<file path="src/rtl/nvm_guard_pkg.sv">
package nvm_guard_pkg;

    localparam int REG_W = 8;

    localparam int BIT_FLASH = 7;
    localparam int BIT_CFG   = 6;
    localparam int BIT_ERASE = 4;
    localparam int BIT_ERR   = 3;
    localparam int BIT_WREN  = 2;
    localparam int BIT_GO    = 1;
    localparam int BIT_RD    = 0;

    typedef enum logic [1:0] {
        KEY_IDLE  = 2'd0,
        KEY_HALF  = 2'd1,
        KEY_ARMED = 2'd2
    } key_state_e;

    typedef struct packed {
        key_state_e st;
    } key_regs_s;

    typedef struct packed {
        logic flash;
        logic cfg;
        logic erase;
        logic err;
        logic wren;
        logic go;
        logic rd;
        logic start;
    } ctrl_regs_s;

endpackage

</file>
<file path="src/rtl/nvm_key_tracker.sv">
module nvm_key_tracker
    import nvm_guard_pkg::*;
#(
    parameter int                ADDR_W      = 2,
    parameter int                UNLOCK_ADDR = 1,
    parameter logic [REG_W-1:0]  KEY_FIRST   = 8'h55,
    parameter logic [REG_W-1:0]  KEY_SECOND  = 8'hAA
) (
    input  logic              clk,
    input  logic              por_n,
    input  logic              warm_rst,
    input  logic              bus_we,
    input  logic              bus_re,
    input  logic [ADDR_W-1:0] bus_addr,
    input  logic [REG_W-1:0]  bus_wdata,
    output logic              armed
);

    localparam logic [ADDR_W-1:0] UNLOCK_A = UNLOCK_ADDR[ADDR_W-1:0];

    key_regs_s k_d, k_q;
    logic      access;
    logic      key_wr;

    assign access = bus_we | bus_re;
    assign key_wr = bus_we && (bus_addr == UNLOCK_A);

    always_comb begin
        k_d = k_q;
        if (warm_rst) begin
            k_d.st = KEY_IDLE;
        end else if (access) begin
            unique case (k_q.st)
                KEY_IDLE:  k_d.st = (key_wr && bus_wdata == KEY_FIRST)  ? KEY_HALF  : KEY_IDLE;
                KEY_HALF:  k_d.st = (key_wr && bus_wdata == KEY_SECOND) ? KEY_ARMED : KEY_IDLE;
                default:   k_d.st = KEY_IDLE;
            endcase
        end
    end

    always_ff @(posedge clk or negedge por_n) begin
        if (!por_n) begin
            k_q <= '{st: KEY_IDLE};
        end else begin
            k_q <= k_d;
        end
    end

    assign armed = (k_q.st == KEY_ARMED);

    AST_ARM_FROM_KEY: assert property (@(posedge clk) disable iff (!por_n)
        $rose(armed) |-> $past(key_wr && bus_wdata == KEY_SECOND && !warm_rst))
        else $error("armed without second key byte");

    AST_ARM_LASTS_ONE_ACCESS: assert property (@(posedge clk) disable iff (!por_n)
        armed && access |=> !armed)
        else $error("armed state survived an access");

endmodule

</file>
<file path="src/rtl/nvm_ctrl_core.sv">
module nvm_ctrl_core
    import nvm_guard_pkg::*;
#(
    parameter int ADDR_W    = 2,
    parameter int CTRL_ADDR = 0
) (
    input  logic              clk,
    input  logic              por_n,
    input  logic              warm_rst,
    input  logic              bus_we,
    input  logic [ADDR_W-1:0] bus_addr,
    input  logic [REG_W-1:0]  bus_wdata,
    input  logic              armed,
    input  logic              mem_done,
    output logic [REG_W-1:0]  ctrl_image,
    output logic              mem_start,
    output logic              mem_rd_start,
    output logic              busy,
    output logic              sel_flash,
    output logic              sel_cfg,
    output logic              erase
);

    localparam logic [ADDR_W-1:0] CTRL_A = CTRL_ADDR[ADDR_W-1:0];

    ctrl_regs_s r_d, r_q;
    logic       ctrl_wr;
    logic       take_wr;
    logic       unused_wbit5;

    assign ctrl_wr      = bus_we && (bus_addr == CTRL_A);
    assign take_wr      = ctrl_wr && !r_q.go;
    assign unused_wbit5 = bus_wdata[5];

    always_comb begin
        r_d       = r_q;
        r_d.start = 1'b0;
        r_d.rd    = 1'b0;
        if (warm_rst) begin
            r_d     = '0;
            r_d.err = r_q.err | r_q.go;
        end else begin
            if (r_q.go && mem_done) begin
                r_d.go = 1'b0;
            end
            if (take_wr) begin
                r_d.flash = bus_wdata[BIT_FLASH];
                r_d.cfg   = bus_wdata[BIT_CFG];
                r_d.erase = bus_wdata[BIT_ERASE];
                r_d.wren  = bus_wdata[BIT_WREN];
                r_d.err   = r_q.err & bus_wdata[BIT_ERR];
                r_d.rd    = bus_wdata[BIT_RD] & !r_q.rd;
                if (bus_wdata[BIT_GO] && armed && r_q.wren) begin
                    r_d.go    = 1'b1;
                    r_d.start = 1'b1;
                end
            end
        end
    end

    always_ff @(posedge clk or negedge por_n) begin
        if (!por_n) begin
            r_q <= '0;
        end else begin
            r_q <= r_d;
        end
    end

    assign ctrl_image   = {r_q.flash, r_q.cfg, 1'b0, r_q.erase,
                           r_q.err, r_q.wren, r_q.go, r_q.rd};
    assign mem_start    = r_q.start;
    assign mem_rd_start = r_q.rd;
    assign busy         = r_q.go;
    assign sel_flash    = r_q.flash;
    assign sel_cfg      = r_q.cfg;
    assign erase        = r_q.erase;

    AST_START_PULSE: assert property (@(posedge clk) disable iff (!por_n)
        r_q.start |=> !r_q.start)
        else $error("start held longer than one cycle");

    AST_START_NEEDS_KEY: assert property (@(posedge clk) disable iff (!por_n)
        $rose(r_q.start) |-> $past(armed && r_q.wren))
        else $error("start without key or enable");

    AST_STALL_HOLDS: assert property (@(posedge clk) disable iff (!por_n)
        r_q.go && !mem_done && !warm_rst |=> r_q.go)
        else $error("stall dropped before done");

    AST_BUSY_FREEZE: assert property (@(posedge clk) disable iff (!por_n)
        r_q.go && !warm_rst |=> $stable(r_q.wren) && $stable(r_q.flash) && $stable(r_q.erase))
        else $error("control changed while busy");

    AST_ABORT_SETS_ERR: assert property (@(posedge clk) disable iff (!por_n)
        warm_rst && r_q.go |=> r_q.err && !r_q.go)
        else $error("abort did not flag error");

    AST_ERR_STICKY: assert property (@(posedge clk) disable iff (!por_n)
        r_q.err && !(take_wr && !bus_wdata[BIT_ERR]) |=> r_q.err)
        else $error("error bit lost");

    AST_RD_ONE_CYCLE: assert property (@(posedge clk) disable iff (!por_n)
        r_q.rd |=> !r_q.rd)
        else $error("read start held");

endmodule

</file>
<file path="src/rtl/nvm_read_mux.sv">
module nvm_read_mux
    import nvm_guard_pkg::*;
#(
    parameter int ADDR_W    = 2,
    parameter int CTRL_ADDR = 0
) (
    input  logic              bus_re,
    input  logic [ADDR_W-1:0] bus_addr,
    input  logic [REG_W-1:0]  ctrl_image,
    output logic [REG_W-1:0]  bus_rdata
);

    localparam logic [ADDR_W-1:0] CTRL_A = CTRL_ADDR[ADDR_W-1:0];

    always_comb begin
        bus_rdata = '0;
        if (bus_re && bus_addr == CTRL_A) begin
            bus_rdata = ctrl_image;
        end
    end

endmodule

</file>
<file path="src/rtl/nvm_write_guard.sv">
module nvm_write_guard
    import nvm_guard_pkg::*;
#(
    parameter int               ADDR_W      = 2,
    parameter int               CTRL_ADDR   = 0,
    parameter int               UNLOCK_ADDR = 1,
    parameter logic [REG_W-1:0] KEY_FIRST   = 8'h55,
    parameter logic [REG_W-1:0] KEY_SECOND  = 8'hAA
) (
    input  logic              clk,
    input  logic              por_n,
    input  logic              ext_rst,
    input  logic              wdt_rst,
    input  logic              bus_we,
    input  logic              bus_re,
    input  logic [ADDR_W-1:0] bus_addr,
    input  logic [REG_W-1:0]  bus_wdata,
    output logic [REG_W-1:0]  bus_rdata,
    input  logic              mem_done,
    output logic              mem_start,
    output logic              mem_rd_start,
    output logic              cpu_stall,
    output logic              mem_sel_flash,
    output logic              mem_sel_cfg,
    output logic              mem_erase
);

    logic             warm_rst;
    logic             armed;
    logic [REG_W-1:0] ctrl_image;

    assign warm_rst = ext_rst | wdt_rst;

    nvm_key_tracker #(
        .ADDR_W      (ADDR_W),
        .UNLOCK_ADDR (UNLOCK_ADDR),
        .KEY_FIRST   (KEY_FIRST),
        .KEY_SECOND  (KEY_SECOND)
    ) u_key (
        .clk       (clk),
        .por_n     (por_n),
        .warm_rst  (warm_rst),
        .bus_we    (bus_we),
        .bus_re    (bus_re),
        .bus_addr  (bus_addr),
        .bus_wdata (bus_wdata),
        .armed     (armed)
    );

    nvm_ctrl_core #(
        .ADDR_W    (ADDR_W),
        .CTRL_ADDR (CTRL_ADDR)
    ) u_ctrl (
        .clk          (clk),
        .por_n        (por_n),
        .warm_rst     (warm_rst),
        .bus_we       (bus_we),
        .bus_addr     (bus_addr),
        .bus_wdata    (bus_wdata),
        .armed        (armed),
        .mem_done     (mem_done),
        .ctrl_image   (ctrl_image),
        .mem_start    (mem_start),
        .mem_rd_start (mem_rd_start),
        .busy         (cpu_stall),
        .sel_flash    (mem_sel_flash),
        .sel_cfg      (mem_sel_cfg),
        .erase        (mem_erase)
    );

    nvm_read_mux #(
        .ADDR_W    (ADDR_W),
        .CTRL_ADDR (CTRL_ADDR)
    ) u_rmux (
        .bus_re     (bus_re),
        .bus_addr   (bus_addr),
        .ctrl_image (ctrl_image),
        .bus_rdata  (bus_rdata)
    );

    AST_STALL_BIT_MATCH: assert property (@(posedge clk) disable iff (!por_n)
        bus_re && bus_addr == CTRL_ADDR[ADDR_W-1:0] |-> bus_rdata[BIT_GO] == cpu_stall)
        else $error("stall output and start bit disagree");

    AST_RESERVED_ZERO: assert property (@(posedge clk) disable iff (!por_n)
        !bus_rdata[5])
        else $error("reserved bit read as one");

endmodule

</file>
<file path="config.mk">
export PLATFORM = sky130hd
export DESIGN_NAME = nvm_write_guard
export DESIGN_NICKNAME = d
export VERILOG_FILES = /design/src/rtl/nvm_guard_pkg.sv /design/src/rtl/nvm_key_tracker.sv /design/src/rtl/nvm_ctrl_core.sv /design/src/rtl/nvm_read_mux.sv /design/src/rtl/nvm_write_guard.sv
export SDC_FILE = /design/constraint.sdc
export NUM_CORES = 1
export LEC_CHECK = 0
export BUFFER_PORTS_ARGS = -buffer_cell sky130_fd_sc_hd__buf_4
export CAP_MARGIN = 20
export CORE_AREA = 2 2 41 43
export DETAILED_ROUTE_END_ITERATION = 12
export DIE_AREA = 0 0 43 45
export GPL_ROUTABILITY_DRIVEN = 0
export PLACE_DENSITY = 0.81
export REMOVE_ABC_BUFFERS = 1
export SETUP_SLACK_MARGIN = 0.1
export SYNTH_ARGS = -nofsm -noshare
export SYNTH_HDL_FRONTEND = slang
export SYNTH_HIERARCHICAL = 1
export SYNTH_SLANG_ARGS = --single-unit
</file>
<file path="constraint.sdc">
create_clock -name clk -period 2.7 [get_ports clk]
set_clock_uncertainty 0.2 [all_clocks]
set_input_delay 0.675 -clock clk [delete_from_list [all_inputs] [get_ports clk]]
set_output_delay 0.675 -clock clk [all_outputs]
set_load 0.01 [all_outputs]
</file>
==> summary.md <==
| Metric | Value |
|---|---|
| Number of fillers in the final layout | 127 |
| TritonCTS buffer count | 3 |
| Length of the first detailed-routing pass in iterations | 4 |
| Synthesized-area fraction occupied by xor and xnor cells | 0% |
| Post-layout total power | 334 uW |
| Number of endpoints failing setup at the final stage | 0 |
| Final cycle utilization of the critical path | 78.2% |
| Min cycle time layout | 2.11 ns |
| Mux share of post-synthesis cell area | 5.87% |
| Chip height | 45 microns |
| Worst slew pin tran | 0.757 ns |
| Root buffer cell | clkbuf_4 |
| Adder and majority gate portion of the synthesized area | 0% |
| Via count normalized by instance count | 5.46 |
| Int Power | 262 uW |
| Placement-stage worst setup slack | 0.591 ns |
| Count of buffers from port buffering | 29 |
| Part of the power in combinational logic | 15.2% |
| Remaining number of nets flagged by the antenna check after routing | 0 |
| Most numerous cell in the Yosys netlist | dfrtp_1 |
| Area taken by flip-flops and latches | 250 sq um |
| Post-detailed-route DRC marker count | 0 |
| Vias in the first global route | 562 |
| Share of the synthesized area in the top cell type | 36.7% |
| Commonest cells post-synth | 10 x dfrtp_1, 8 x and4bb_2, 8 x nand2b_1 |
| Final Net Count | 108 |
| Latest clock arrival within the worst-skew pair | 0.26 ns |
| Crit path top cell by count | buf_4 |
| DP Wirelength | 1.14 mm |
| Delay of the slowest cell on the worst path | 0.30 ns |
| TritonCTS sink count | 10 |
| Min-Delay Path Class | in2async |
| Core area | 1470 sq um |
| Detailed router's first-iteration violation count | 19 |
| Leading cell types by total area after synthesis | dfrtp_1 37%, and4bb_2 15%, nand2b_1 7.3% |
| Number of distinct library cells after synthesis | 26 |
| Antenna diode count | 0 |
| Hold buffer count at CTS | 0 |
| Reported leakage power | 0.000400 uW |
| Final Max Slew Viols | 0 |
| Cells after Synth | 64 |
| FFs w/ async S/R, synth | 100% |
| Final hold violation count | 0 |
| PnR worst setup slack | 0.587 ns |
| Average detailed-routed wire length per instance | 14.1 microns |
| Final total negative setup slack | 0 ns |
| Die ar. | 1940 sq um |
| Number of antenna violations at the first check in global routing | 0 |
| Number of rows in the core area | 14 |
| Max FO, Critical Path | 11 |
| Clock transition at the registers of the reported paths | 0.06 ns |
| Sequential cell fraction of total power | 45.7% |
| Number of gates given a new drive strength after cts | 0 |
| First-pass GRT wire length | 2.50 mm |
| Share of final-layout standard cells stronger than drive strength 1 | 48.9% |
| Setup repair after global routing missed its margin | false |
| CP Data Arrival Time | 1.24 ns |
| Kind of capture point of the worst setup path | output pin |
| Maximum clock rate | 0.473 GHz |
| Starting density of the core | 46.3% |
| Total grt overflow | 0 |
| Area of the multi-input gates | 379 sq um |
| Worst IR drop on VDD | 0.220 mV |
| Number of buffers on the longest clock path | 2 |
| Tightest slew margin relative to the limit | 49.4% |
| Cell type with the highest aggregate area in the netlist | dfrtp_1 |
| Total Wirelength | 1.50 mm |
| Simple logic cell fraction of the synthesized area | 45.0% |
| Total global-route track usage | 17.2% |
| Sort of element at the start of the critical path | input port |
| Switching portion of total power | 21.7% |
| Post-Synthesis Cell Area | 682 sq um |
| Compound-Gate Fraction of Synth Area | 4.22% |
| H-tree levels | 1 |
| Critical path's slowest cell | and4bb_2 |
| Cell count after placement | 102 |
| Fin cells | 106 |
| Worst Setup Path Type | in2out |
| Main combinational cell family by area after synthesis | simple AND/OR/NAND/NOR gates |
| Number of enable flip-flop cells after synthesis | 0 |
| Floorplan die width | 43 microns |
| Critical path, cell by cell | buf_4 -> and4bb_2 -> buf_4 |
| Post-Syn Area per Cell | 10.7 sq um |
| Switching Power | 72.6 uW |
| Data required time at the worst endpoint | 1.82 ns |
| FF+latch count, synth | 10 |
| Outcome | complete, no violations |
| Io pins | 31 |
| CTS tree | built |
| Post-CTS Repair Setup Buffers | 0 |
| Vias after detailed routing | 579 |
| Main synth FF type | dfrtp_1 |
| Sequential area share after synthesis | 36.7% |
| Worst hold slack across all endpoints | 0.0324 ns |
| Clock power share | 39.1% |
| Power per cell area | 368 nW/um^2 |
| Max-cap violations | 0 |
| Area grow syn2layout | 33.0% |
| YS warnings | 6 |
| Pin count of the biggest net entering global routing | 17 |
-- cell families (layout without fill, tap and decap cells) --
kind of cell,Yosys count,in the layout
simple gates,36,36
compound gates,5,5
buf+inv,8,34
other cells,1,1
flops,10,10
mux,4,4
-- per-stage QoR --
stage	utilization, %	instance area (sq um)
after global routing	61.6	907
after floorplan	-	633
final	61.6	907
after CTS	61.6	907
after global placement	59.2	871
after detailed placement	59.2	871
-- critical path: cells and delay by family --
family        cells  cell delay, ns
simple gates      1            0.30
buf+inv           2            0.26
-- final timing paths --
path / startpoint / end / slack [ns] / cells past startpoint
setup / recovery: bus_addr[0] / bus_rdata[2] / 0.59 / 3
hold / removal: por_n / u_ctrl/mem_rd_start$_DFF_PN0_ / 0.03 / 1
setup reg to reg: u_ctrl/busy$_DFF_PN0_ / u_ctrl/sel_cfg$_DFFE_PN0P_ / 0.97 / 2
hold reg to reg: u_ctrl/mem_rd_start$_DFF_PN0_ / u_ctrl/mem_rd_start$_DFF_PN0_ / 0.27 / 1
max in group asynchronous: por_n / u_key/k_q[0]$_DFFE_PN0P_ / 2.13 / 1
min in group clk: u_ctrl/mem_rd_start$_DFF_PN0_ / u_ctrl/mem_rd_start$_DFF_PN0_ / 0.27 / 1
-- final cells by class --
type	count	share of cell area [%]
Timing Repair Buffer	29	24.0
Sequential cell	10	27.6
Clock buffer	4	4.00
Inverter	1	0.414
Multi-Input combinational cell	46	41.8
Tap cell	16	2.21
-- sequential cells by signal (all words and copies together) (netlist names) --
signal / count
u_ctrl/ctrl_image: 2
u_key/k_q: 2
u_ctrl/busy: 1
u_ctrl/erase: 1
u_ctrl/mem_rd_start: 1
u_ctrl/mem_start: 1
u_ctrl/sel_cfg: 1
u_ctrl/sel_flash: 1
-- power groups by stage --
| stage | sequential, uW | clock (uW) | combinational, uW |
|---|---|---|---|
| finish | 153 | 131 | 50.9 |
| global route | 153 | 146 | 55.5 |
| CTS | 153 | 135 | 50.8 |
| detailed placement | 155 | 0 | 50.6 |
| global placement | 155 | 0 | 50.2 |
| floorplan | 155 | 0 | 18.2 |
-- routing by layer --
| layer | GRT usage (%) | share of wire [%] | vias to the layer above |
|---|---|---|---|
| li1 | - | - | 287 |
| met1 | 22.1 | 47 | 267 |
| met2 | 27.6 | 44 | 23 |
| met4 | 7.27 | 1.1 | 0 |
| met5 | 0 | 0 | - |
| met3 | 4.80 | 8.1 | 2 |
-- cells in the final DEF (no fill, tap or decap) --
cell type	n
nand3b_1	2
mux2i_1	4
and4bb_2	8
nor2_1	1
clkbuf_4	3
nand2_1	2
clkbuf_8	1
dfrtp_1	10
inv_1	1
o32ai_1	1
o21ai_1	2
buf_4	29
nand4b_1	1
nand4bb_1	1
or2_1	1
conb_1	1
nand2b_1	8
nand4_1	1
nor2b_1	1
or4_1	1
nor4bb_1	1
a21oi_1	2
nor4b_2	2
nor3_1	2
nand3_1	1
or4b_4	1
nor3b_1	2
Power figures use the tool's default switching activity.
